`config.mk`:
```
export PLATFORM = sky130hd
export DESIGN_NAME = spi_slave_buf
export DESIGN_NICKNAME = d
export VERILOG_FILES = /design/src/rtl/spi_slave_pkg.sv /design/src/rtl/spi_in_sync.sv /design/src/rtl/spi_shift_core.sv /design/src/rtl/spi_flag_unit.sv /design/src/rtl/spi_slave_buf.sv
export SDC_FILE = /design/constraint.sdc
export NUM_CORES = 1
export LEC_CHECK = 0
export ABC_AREA = 1
export BUFFER_PORTS_ARGS = -buffer_cell sky130_fd_sc_hd__buf_2
export CORE_MARGIN = 10
export CORE_UTILIZATION = 60
export CTS_CLUSTER_SIZE = 14
export DETAILED_ROUTE_END_ITERATION = 7
export GPL_ROUTABILITY_DRIVEN = 0
export HOLD_SLACK_MARGIN = 0.15
export PLACE_DENSITY = 0.8
export SYNTH_ARGS = -nofsm -noshare
export SYNTH_HDL_FRONTEND = slang
export SYNTH_SLANG_ARGS = --single-unit
```
`constraint.sdc`:
```
create_clock -name clk_i -period 3.4 [get_ports clk_i]
set_input_delay 0.17 -clock clk_i [delete_from_list [all_inputs] [get_ports clk_i]]
set_output_delay 0.17 -clock clk_i [all_outputs]
set_load 0.005 [all_outputs]
```
`src/rtl/spi_slave_pkg.sv`:
```
package spi_slave_pkg;
  typedef enum logic [2:0] {
    REG_CTL  = 3'd0,
    REG_MODE = 3'd1,
    REG_TXD  = 3'd2,
    REG_RXD  = 3'd3,
    REG_FLAG = 3'd4,
    REG_IEN  = 3'd5
  } reg_addr_e;

  localparam int NFLAG  = 4;
  localparam int F_TBE  = 0;
  localparam int F_RBF  = 1;
  localparam int F_TEND = 2;
  localparam int F_OVR  = 3;
endpackage

```
`src/rtl/spi_in_sync.sv`:
```
module spi_in_sync #(
  parameter int         N   = 3,
  parameter logic [N-1:0] RST = '0
) (
  input  logic         clk_i,
  input  logic         rst_ni,
  input  logic [N-1:0] d_i,
  output logic [N-1:0] q_o
);
  for (genvar g = 0; g < N; g++) begin : g_bit
    logic [1:0] ff;
    always_ff @(posedge clk_i or negedge rst_ni) begin
      if (!rst_ni) ff <= {2{RST[g]}};
      else         ff <= {ff[0], d_i[g]};
    end
    assign q_o[g] = ff[1];
  end
endmodule

```
`src/rtl/spi_shift_core.sv`:
```
module spi_shift_core #(
  parameter int DW = 16,
  parameter int LW = 4,
  localparam int CW = $clog2(DW) + 1
) (
  input  logic          clk_i,
  input  logic          rst_ni,
  input  logic          en_i,
  input  logic          sel_i,
  input  logic          rise_i,
  input  logic          fall_i,
  input  logic          mosi_i,
  input  logic [LW-1:0] len_field_i,
  input  logic [DW-1:0] tx_word_i,
  output logic          load_o,
  output logic          done_o,
  output logic [DW-1:0] rx_word_o,
  output logic          miso_o,
  output logic [CW-1:0] bit_cnt_o
);
  logic [CW-1:0] char_len, bit_cnt;
  logic [DW-1:0] tx_sh, rx_sh, rx_next;
  logic          loaded, wrap, active, last;

  always_comb begin
    char_len = (len_field_i == '0) ? CW'(2) : CW'(len_field_i) + CW'(1);
    active   = en_i && sel_i;
    last     = (bit_cnt == char_len - CW'(1));
    rx_next  = {rx_sh[DW-2:0], mosi_i};
  end

  always_ff @(posedge clk_i or negedge rst_ni) begin
    if (!rst_ni) begin
      bit_cnt <= '0;
      tx_sh   <= '0;
      rx_sh   <= '0;
      loaded  <= 1'b0;
      wrap    <= 1'b0;
    end else if (!active) begin
      bit_cnt <= '0;
      loaded  <= 1'b0;
      wrap    <= 1'b0;
    end else if (!loaded) begin
      tx_sh  <= tx_word_i << (CW'(DW) - char_len);  // MSB-align the character
      loaded <= 1'b1;
    end else if (rise_i) begin
      rx_sh <= rx_next;
      if (last) begin
        bit_cnt <= '0;
        wrap    <= 1'b1;
      end else begin
        bit_cnt <= bit_cnt + CW'(1);
      end
    end else if (fall_i) begin
      if (wrap) begin
        loaded <= 1'b0;  // reload on the following cycle
        wrap   <= 1'b0;
      end else begin
        tx_sh <= tx_sh << 1;
      end
    end
  end

  assign load_o    = active && !loaded;
  assign done_o    = active && loaded && rise_i && last;
  assign rx_word_o = rx_next & ({DW{1'b1}} >> (CW'(DW) - char_len));
  assign miso_o    = active ? tx_sh[DW-1] : 1'b0;
  assign bit_cnt_o = bit_cnt;
endmodule

```
`src/rtl/spi_flag_unit.sv`:
```
module spi_flag_unit
  import spi_slave_pkg::*;
(
  input  logic             clk_i,
  input  logic             rst_ni,
  input  logic             load_i,
  input  logic             done_i,
  input  logic             tx_wr_i,
  input  logic             rx_rd_i,
  input  logic [NFLAG-1:0] w1c_i,
  output logic [NFLAG-1:0] flags_o,
  output logic             rx_take_o
);
  logic tbe, rbf, tend, ovr;

  assign rx_take_o = done_i && (!rbf || rx_rd_i);

  always_ff @(posedge clk_i or negedge rst_ni) begin
    if (!rst_ni) begin
      tbe  <= 1'b1;
      rbf  <= 1'b0;
      tend <= 1'b0;
      ovr  <= 1'b0;
    end else begin
      if (tx_wr_i)     tbe <= 1'b0;
      else if (load_i) tbe <= 1'b1;

      if (rx_take_o)    rbf <= 1'b1;
      else if (rx_rd_i) rbf <= 1'b0;

      if (done_i && tbe)      tend <= 1'b1;
      else if (w1c_i[F_TEND]) tend <= 1'b0;

      if (done_i && rbf && !rx_rd_i) ovr <= 1'b1;
      else if (w1c_i[F_OVR])         ovr <= 1'b0;
    end
  end

  always_comb begin
    flags_o         = '0;
    flags_o[F_TBE]  = tbe;
    flags_o[F_RBF]  = rbf;
    flags_o[F_TEND] = tend;
    flags_o[F_OVR]  = ovr;
  end
endmodule

```
`src/rtl/spi_slave_buf.sv`:
```
module spi_slave_buf
  import spi_slave_pkg::*;
#(
  parameter int DW = 16,
  parameter int LW = 4,
  localparam int CW = $clog2(DW) + 1
) (
  input  logic          clk_i,
  input  logic          rst_ni,
  input  logic [2:0]    addr_i,
  input  logic          wr_en_i,
  input  logic          rd_en_i,
  input  logic [DW-1:0] wdata_i,
  output logic [DW-1:0] rdata_o,
  input  logic          sclk_i,
  input  logic          cs_ni,
  input  logic          mosi_i,
  output logic          miso_o,
  output logic          irq_o
);
  logic [2:0]       pin_s;
  logic             sclk_s, sclk_d, mosi_s, sel, rise, fall;
  logic             en, busy, load, done, rx_take;
  logic [LW-1:0]    len_field;
  logic [DW-1:0]    tx_buf, rx_buf, rx_word;
  logic [NFLAG-1:0] ien, flags, w1c;
  logic [CW-1:0]    bit_cnt;
  logic             tx_wr, rx_rd, flag_wr;

  spi_in_sync #(.N(3), .RST(3'b010)) u_sync (
    .clk_i (clk_i),
    .rst_ni(rst_ni),
    .d_i   ({mosi_i, cs_ni, sclk_i}),
    .q_o   (pin_s)
  );

  assign sclk_s = pin_s[0];
  assign sel    = !pin_s[1];
  assign mosi_s = pin_s[2];

  always_ff @(posedge clk_i or negedge rst_ni) begin
    if (!rst_ni) sclk_d <= 1'b0;
    else         sclk_d <= sclk_s;
  end

  assign rise = sclk_s && !sclk_d;
  assign fall = !sclk_s && sclk_d;

  assign tx_wr   = wr_en_i && (addr_i == REG_TXD);
  assign rx_rd   = rd_en_i && (addr_i == REG_RXD);
  assign flag_wr = wr_en_i && (addr_i == REG_FLAG);
  assign w1c     = flag_wr ? wdata_i[NFLAG-1:0] : '0;
  assign busy    = en && sel;

  spi_shift_core #(.DW(DW), .LW(LW)) u_core (
    .clk_i      (clk_i),
    .rst_ni     (rst_ni),
    .en_i       (en),
    .sel_i      (sel),
    .rise_i     (rise),
    .fall_i     (fall),
    .mosi_i     (mosi_s),
    .len_field_i(len_field),
    .tx_word_i  (tx_buf),
    .load_o     (load),
    .done_o     (done),
    .rx_word_o  (rx_word),
    .miso_o     (miso_o),
    .bit_cnt_o  (bit_cnt)
  );

  spi_flag_unit u_flags (
    .clk_i    (clk_i),
    .rst_ni   (rst_ni),
    .load_i   (load),
    .done_i   (done),
    .tx_wr_i  (tx_wr),
    .rx_rd_i  (rx_rd),
    .w1c_i    (w1c),
    .flags_o  (flags),
    .rx_take_o(rx_take)
  );

  always_ff @(posedge clk_i or negedge rst_ni) begin
    if (!rst_ni) begin
      en        <= 1'b0;
      len_field <= LW'(7);
      tx_buf    <= '0;
      rx_buf    <= '0;
      ien       <= '0;
    end else begin
      if (wr_en_i && addr_i == REG_CTL)  en        <= wdata_i[0];
      if (wr_en_i && addr_i == REG_MODE) len_field <= wdata_i[LW-1:0];
      if (wr_en_i && addr_i == REG_IEN)  ien       <= wdata_i[NFLAG-1:0];
      if (tx_wr)                         tx_buf    <= wdata_i;
      if (rx_take)                       rx_buf    <= rx_word;
    end
  end

  always_comb begin
    rdata_o = '0;
    case (addr_i)
      REG_CTL:  rdata_o = DW'(en);
      REG_MODE: rdata_o = DW'(len_field);
      REG_TXD:  rdata_o = tx_buf;
      REG_RXD:  rdata_o = rx_buf;
      REG_FLAG: rdata_o = DW'({busy, flags});
      REG_IEN:  rdata_o = DW'(ien);
      default:  rdata_o = '0;
    endcase
  end

  assign irq_o = |(flags & ien);
endmodule

```
Word-level counts from Yosys, hierarchy flattened
Cells that the tools add are included.
{"block": "totals", "ff_bits": 90, "input_bits": 26, "output_inout_bits": 18, "elab_cells": 104}
{"block": "classes", "n_addsub": 4, "n_eq_ne": 13, "shift": 2, "muxes": 30, "bitwise": 2, "reduce_logical": 35}
{"cell": "case mux 16 bit (6 select lines)", "count": 1}
{"cell": "two-way mux 16 bit", "count": 4}
{"cell": "two-way mux 5 bit", "count": 5}
{"cell": "two-way mux 1 bit", "count": 19}
{"cell": "logical AND 1 bit", "count": 17}
{"cell": "bitwise AND 16 bit", "count": 1}
{"cell": "<< shifter 16 x 5 -> 16 bit", "count": 1}
{"cell": ">> shifter 16 x 5 -> 16 bit (first input constant)", "count": 1}
{"cell": "nonzero test 2 bit", "count": 4}
{"cell": "equality test 3 x 2 -> 1 bit (second input constant)", "count": 2}
{"cell": "equality test 3 bit (second input constant)", "count": 2}
{"cell": "zero test 1 bit", "count": 6}
{"cell": "inequality test 2 bit (second input constant)", "count": 3}
{"cell": "AND reduction 3 bit", "count": 2}
{"cell": "adder 4 x 1 -> 5 bit (second input constant)", "count": 1}
{"cell": "adder 5 x 1 -> 5 bit (second input constant)", "count": 1}
{"cell": "equality test 5 bit", "count": 1}
{"cell": "subtractor 5 x 1 -> 5 bit (second input constant)", "count": 1}
{"cell": "subtractor 5 bit (first input constant)", "count": 1}
{"cell": "bitwise AND 4 bit", "count": 1}
{"cell": "zero test 4 bit", "count": 1}
{"cell": "two-way mux 4 bit", "count": 1}
{"cell": "inequality test 2 x 1 -> 1 bit (second input constant)", "count": 2}
{"cell": "AND reduction 4 bit", "count": 1}
{"cell": "other kinds (7)", "count": 7}

Longest topological paths before layout
Gate-level depths: netlist of run 1.
{"block": "logic_depth", "ltp_word": 8, "depth_mapped": 16, "mapped_depth_nobuf": 13}

Modules after synthesis
From an unflattened synthesis of run 1, not the netlist that was laid out.
{"block": "unflattened", "hier_cells": 712, "area_unflattened_um2": 5426.5}
{"mod": "spi_shift_core", "n_inst": 1, "cells_per_inst": 408, "area_per_inst_um2": 2920.3, "seq_area_each_um2": 950.9}
{"mod": "spi_slave_buf", "n_inst": 1, "cells_per_inst": 273, "area_per_inst_um2": 2139.6, "seq_area_each_um2": 1054.8}
{"mod": "spi_flag_unit", "n_inst": 1, "cells_per_inst": 22, "area_per_inst_um2": 191.4, "seq_area_each_um2": 101.3}
{"mod": "spi_in_sync", "n_inst": 1, "cells_per_inst": 9, "area_per_inst_um2": 175.2, "seq_area_each_um2": 152.6}

Worst setup path after synthesis of run 1
OpenSTA, ideal clock, no wires.
{"block": "synth_path", "path_kind": "register to register", "startpoint": "reg len_field[0]", "endpoint": "reg u_core.tx_sh[6]", "t_arrival_ns": 2.782, "t_required_ns": 3.273, "setup_slack_ns": 0.490, "stages_incl_launch_ff": 17, "n_path_buf": 4, "period_less_slack_ns": 2.910, "cell_sequence": "dfstp_2 -> inv_2 -> clkbuf_1 -> ha_1 -> nand2_4 -> buf_6 -> nand2_2 -> buf_4 -> inv_1 -> ha_1 -> clkinv_1 -> clkbuf_1 -> nand2_1 -> nand3_1 -> nand2_1 -> a21oi_1 -> o21ai_0"}
{"block": "synth_via", "elab_chain_len": 5}
{"element": "start: declaration", "line_no": "spi_slave_buf.sv:24", "text": "logic [LW-1:0] len_field;"}
{"element": "start signal: assignment", "line_no": "spi_slave_buf.sv:93", "text": "if (wr_en_i && addr_i == REG_MODE) len_field <= wdata_i[LW-1:0];"}
{"element": "adder 4 x 1 -> 5 bit / zero test 4 bit (equally long branches)", "line_no": "spi_shift_core.sv:26", "text": "char_len = (len_field_i == '0) ? CW'(2) : CW'(len_field_i) + CW'(1);"}
{"element": "two-way mux 5 bit (*)", "line_no": "spi_shift_core.sv:26"}
{"element": "subtractor 5 bit (*)", "line_no": "spi_shift_core.sv:44", "text": "tx_sh <= tx_word_i << (CW'(DW) - char_len);"}
{"element": "<< shifter 16 x 5 -> 16 bit (*)", "line_no": "spi_shift_core.sv:44"}
{"element": "two-way mux 16 bit (*)", "line_no": "spi_shift_core.sv:43", "text": "end else if (!loaded) begin"}
{"element": "end signal: assignment", "line_no": "spi_shift_core.sv:44"}
{"element": "end signal: assignment", "line_no": "spi_shift_core.sv:59", "text": "tx_sh <= tx_sh << 1;"}
{"element": "end: declaration", "line_no": "spi_shift_core.sv:22", "text": "logic [DW-1:0] tx_sh, rx_sh, rx_next;"}
Mark *: on every way between the ends. The rest lies on a longest branch, timed or not.
A chain may end at the register's enable or synchronous reset.

Final worst setup path of run 1
{"block": "layout_path", "startpoint": "reg len_field[0]", "endpoint": "reg u_core.tx_sh[13]"}
The elaborated chain is that of the path after synthesis.

==> results.cfg, run 1 <==
[run_status]
outcome = complete, no violations

[clock_network]
cts_sinks = 90
cts_max_level = 3
cts_tree = built
root_buffer = clkbuf_8
clk_pin_slew_ps = 100
cts_buffer_depth = 2
insertion_delay_ps = 380
cts_buffers = 9
post_cts_buffers = 0

[setup_path]
arrival_ps = 3370
worst-setup-path-type = reg -> reg
end_kind = register
critPathRequiredTime_ps = 3700
cp_max_fo = 22
critPathLaunchType = register

[run]
maxCapViolCount = 0

[synth]
synth_edf_count = 0
synth.distinct_cells = 39
synth_area_leaders = dfrtp_1 40%, nand2_1 11%, nand3_1 10%
synth.most_common_cell = nand2_1
synth_flop_cell = dfrtp_1
synth_fp_nets = 696
synth_common_cells = 160 x nand2_1, 105 x nand3_1, 84 x dfrtp_1, 46 x inv_1, 45 x nor2_1
yosysWarnings = 0
synth_top_area_share_pct = 40.2
syn_area_per_cell_sq_um = 7.91
syn_area_sq_mm = 0.00523
synth-async-reset-ratio_pct = 100
synth_cells = 661
ys_ff_latch = 90
yosysTopAreaCell = dfrtp_1
synth.yosys.seq_area_share_pct = 43.2

[die]
die_w_microns = 113
start_util_pct = 60.9
dieArea_sq_mm = 0.0129
coreArea_sq_mm = 0.00859
ioPinCount = 44
fp-row-count = 34
chipHeight_microns = 113

[drt]
drt_iter0_drc = 608
vias = 4905
wl_per_cell_microns = 16.4
route.detailed.drc = 0
drtPass1Iterations = 8
vias_per_cell = 5.92
wirelength_microns = 13600
ant_nets = 0

[global_routing]
grt_pass1_vias = 4617
overflow = 0
grt_pass1_wl_microns = 22500
antenna_found_initial = 0
grt_usage_pct = 21.0
grt_start_max_net_pins = 91

[placement]
place_hpwl_microns = 9540
portBuffers = 43
dp.cells = 789

[sta]
maxSlewHeadroom_pct = 25.7
fin_tns_setup_ps = 0
hold_viol_final = 0
finalCritPeriodShare_pct = 90.3
finClkSkew_ps = 16.5
worst_pin_slew_ps = 1120
fmax_ghz = 0.326
final-setup-viol-count = 0
drv_slew = 0
rsz0062_at_grt = no
min_period_ps = 3070

[power]
seq_power_share_pct = 40.0
power.density_mw_per_mm2 = 598
intPower_mw = 2.08
clkPwrFrac_pct = 21.5
vdd_ir_drop_max_uv = 270
switching_share_pct = 41.0
p_sw_mw = 1.44
p_comb_share_pct = 38.6
p_leak_nw = 2.84

[layout]
area_growth_pct = 12.5
multi_input_area_sq_mm = 0.00259
final_nets = 750
nFillCells = 684
stdcell_count = 828
drive_gt1_share_pct = 16.8
antenna_cells = 0
seqCellArea_sq_mm = 0.00226

[min_path]
worstHoldPathType = in -> reg
cells by family (layout without fill, tap and decap cells):
kind of cell,after synthesis,after routing,synth area share (%)
flops,90,90,43.2
mux,13,13,2.78
compound gates,97,97,10.6
fa+ha+maj,9,9,2.15
xor+xnor,4,4,0.670
buf+inv,82,141,7.20
simple gates,366,366,33.4
power groups by stage:
| stage | Sequential, mW | Combinational (mW) | Clock [mW] |
|---|---|---|---|
| 6_report | 1.41 | 1.36 | 0.756 |
| 5_1_grt | 1.42 | 1.52 | 0.805 |
| 4_1_cts | 1.40 | 1.33 | 0.762 |
| 3_5_place_dp | 1.42 | 1.30 | 0 |
| 3_3_place_gp | 1.42 | 1.27 | 0 |
| 2_1_floorplan | 1.36 | 1.07 | 0 |
layer usage:
layer	vias to the layer above	GRT usage (%)	wire length, microns
met2	218	34.2	6480
met3	40	3.12	919
li1	2330	-	-
met5	-	0	0
met1	2317	27.9	5900
met4	0	7.19	291
placed cells by master (no fill, tap or decap), drive strengths merged:
cell type    count
clkinv           7
o31ai            1
a22oi            5
buf             49
clkbuf          10
clkinvlp         1
xor2             2
dfstp            6
o2111ai          1
nor3             3
ha               9
dfrtp           84
xnor2            2
dlygate4sd3     23
nand4           23
nor2            53
a21oi           32
mux2i            1
a22o            11
o211ai           1
inv             50
o21ai           46
nand3          115
mux2            12
bufinv           1
nand2          172
cell type report:
| type | count | share of cell area (%) |
|---|---|---|
| multi-input combinational | 489 | 44.1 |
| timing repair buffer | 72 | 8.38 |
| clock buffer | 10 | 2.34 |
| clock inverter | 6 | 1.11 |
| sequential | 90 | 38.4 |
| inverter | 53 | 3.38 |
| tap | 108 | 2.30 |
registers in the layout, indices dropped and copies added (netlist names), 4 cells and up:
name,cells
u_core.tx_sh,16
tx_buf,16
len_field,4
u_core.bit_cnt_o,5
ien,4
u_core.rx_sh,15
u_sync.g_bit.ff,6
rx_buf,16
final timing paths:
check | cells after the start | slack [ps] | startpoint | end
max reg2reg | 12 | 330 | len_field[0] | u_core.tx_sh[13]
max | 12 | 330 | len_field[0] | u_core.tx_sh[13]
max in group asynchronous | 2 | 2120 | rst_ni | u_core.bit_cnt_o[0]
min in group asynchronous | 2 | 510 | rst_ni | en
min reg2reg | 0 | 350 | u_sync.g_bit[1].ff[0] | u_sync.g_bit[1].ff[1]
min | 4 | 170 | addr_i[2] | en
what timing repair did:
action / in CTS / in global routing
hold endpoints to repair: 112 / 0
resized for setup: 0 / 0
hold buffers: 23 / 0
stage by stage:
stage	power (mW)	util, %	instance area [sq um]	hold WS, ps	setup slack (ps)
after global placement	2.69	63.4	5450	279	529
after CTS	3.49	68.5	5880	165	370
final	3.52	68.5	5880	166	331
after global routing	3.75	68.5	5880	213	52.9
after detailed placement	2.72	63.4	5450	283	378
after floorplan	2.43	-	5230	-126	490
worst max-delay path, cell delays in order (launching register included):
cell	delay, ps
dfstp_2	630
inv_2	170
ha_1	270
nand2_4	210
nand2_2	240
inv_1	110
ha_1	160
clkinv_1	370
a21oi_1	390
nand2_1	120
nand3_1	110
nand3_2	70
a21oi_1	130
(Power assumes the default switching activity.)
==> inputs of run 2 (changes only) <==
- CORE_UTILIZATION: 60 -> 55
- PLACE_DENSITY: 0.8 -> 0.74
==> run 2 against run 1 <==
  * Hold slack got worse by 11 ps
  * First-iteration DRC count down 30%
  * Cell area rose by 0.64%
  * Worst setup slack improved by 110 ps
  * Routed wire length is 2.5% higher
==> results.cfg, run 2 (synthesis results as in run 1) <==
[die]
coreArea_sq_mm = 0.00924
chipHeight_microns = 118
ioPinCount = 44
fp-row-count = 35
die_w_microns = 118
start_util_pct = 56.6
dieArea_sq_mm = 0.0138

[sta]
finalCritPeriodShare_pct = 87.2
finClkSkew_ps = 9.69
fin_hold_ws_ps = 154
worst_pin_slew_ps = 938
drv_slew = 0
final-setup-viol-count = 0
fin_tns_setup_ps = 0
rsz0062_at_grt = no
fmax_ghz = 0.337
min_period_ps = 2960
maxSlewHeadroom_pct = 37.5
hold_viol_final = 0

[layout]
fin_util_pct = 64.1
layout_common_cells = 160 x nand2_1, 105 x nand3_1, 84 x dfrtp_1
nFillCells = 818
stdcell_count = 849
final_nets = 750
antenna_cells = 0
drive_gt1_share_pct = 16.8
reg_top3 = rx_buf x16, tx_buf x16, u_core.tx_sh x16
layout_commonest_cell = nand2_1
area_growth_pct = 13.2

[drt]
ant_nets = 0
vias = 4840
drtPass1Iterations = 6
wl_per_cell_microns = 16.4
vias_per_cell = 5.70
wirelength_microns = 13900
drt_iter0_drc = 428
route.detailed.drc = 0

[power]
clkPwrFrac_pct = 22.8
intPower_mw = 2.15
power.density_mw_per_mm2 = 605
p_leak_nw = 2.85
vdd_ir_drop_max_uv = 325
seq_power_share_pct = 39.2
fin_total_pwr_mw = 3.58
p_comb_share_pct = 37.9
p_sw_mw = 1.43
switching_share_pct = 39.9

[global_routing]
overflow = 0
antenna_found_initial = 0
grt_usage_pct = 20.1
grt_pass1_vias = 4747
grt_start_max_net_pins = 76
grt_pass1_wl_microns = 23300

[setup_path]
end_kind = register
slowest_stage = dfstp_2
arrival_ps = 3270
cp_max_fo = 22
rr_startpoint = len_field[0]
reg2reg_to = u_core.tx_sh[5]
crit_family = simple AND/OR/NAND/NOR gates
critPathRequiredTime_ps = 3710
reg2reg_depth = 12
worst-setup-path-type = reg -> reg
critPathLaunchType = register
worstPathCellList = inv_2, ha_1, nand2_4, nand2_2, inv_1, ha_1, clkinv_1, a21oi_1, nand2_1, nand2_1, a21oi_1, o21ai_1
cp.depth = 12
max_stage_delay_ps = 630
rrSetupSlack_ps = 440
path_buf_inv = 3

[clock_network]
cts_sinks = 90
cts_resized = 0
insertion_delay_ps = 380
cts_buffers = 9
cts_tree = built
cts_max_level = 3
cts_buffer_depth = 2
clk_pin_slew_ps = 90
root_buffer = clkbuf_8

[min_path]
hold_path_depth = 4
min_to = en
worstHoldPathType = in -> reg
worstHoldStart = addr_i[0]

[run]
maxCapViolCount = 0

[placement]
portBuffers = 43
dp.cells = 812
place_hpwl_microns = 9870

[run_status]
outcome = complete, no violations
==> run 2: changes by cell type in the layout (fill, tap and decap cells not counted), sizes merged <==
cell	change
bufinv	+1
clkbuf	+2
clkinv	-2
dlygate4sd3	-2
clkinvlp	-1
buf	+2
==> run 2: worst max path at each step <==
stage | startpoint | slack (ps) | to
after floorplan | len_field[0] | 490 | u_core.tx_sh[6]
after global placement | len_field[1] | 630 | u_core.tx_sh[13]
after detailed placement | len_field[0] | 540 | u_core.tx_sh[13]
after CTS | len_field[0] | 500 | u_core.tx_sh[5]
after global routing | len_field[0] | 160 | u_core.tx_sh[13]
final | len_field[0] | 440 | u_core.tx_sh[5]
==> run 2: cell type report <==
class / instances / area (sq um) / share of cell area [%]
multi-input cells: 489 / 2590 / 43.8
inverters: 53 / 199 / 3.36
flip-flops and latches: 90 / 2260 / 38.2
clock buffers: 12 / 145 / 2.45
well taps: 129 / 161 / 2.73
repair buffers: 72 / 488 / 8.24
clock inverters: 4 / 73.8 / 1.25
==> run 2: power groups by stage <==
| stage | Clock, mW | Sequential [mW] | Combinational (mW) |
|---|---|---|---|
| 5_1_grt | 0.876 | 1.43 | 1.54 |
| 6_report | 0.818 | 1.41 | 1.36 |
| 4_1_cts | 0.827 | 1.40 | 1.34 |
| 3_5_place_dp | 0 | 1.42 | 1.31 |
| 2_1_floorplan | 0 | 1.36 | 1.07 |
| 3_3_place_gp | 0 | 1.42 | 1.29 |
==> run 2: per-stage QoR <==
step	cell area [sq um]	setup slack, ps
global route	5920	164
CTS	5920	499
detailed placement	5490	539
global placement	5490	633
finish	5920	436
floorplan	5230	490
==> run 2: worst reg2reg max path: stages, from the launching register on <==
cell	delay (ps)
dfstp_2	630
inv_2	60
ha_1	220
nand2_4	220
nand2_2	270
inv_1	120
ha_1	160
clkinv_1	390
a21oi_1	400
nand2_1	110
nand2_1	90
a21oi_1	80
o21ai_1	150
==> run 2: repair_timing <==
item,in CTS,in global routing
hold buffers,21,0
endpoints found under the hold margin,96,0
setup buffers,0,0
==> run 2: layer usage <==
layer  track usage (%)  routed length, microns  vias up
li1                  -                       -     2332
met1              25.7                    6180     2302
met2              31.6                    6550      169
met3              5.37                     814       37
met4              8.19                     391        0
met5                 0                       0        -
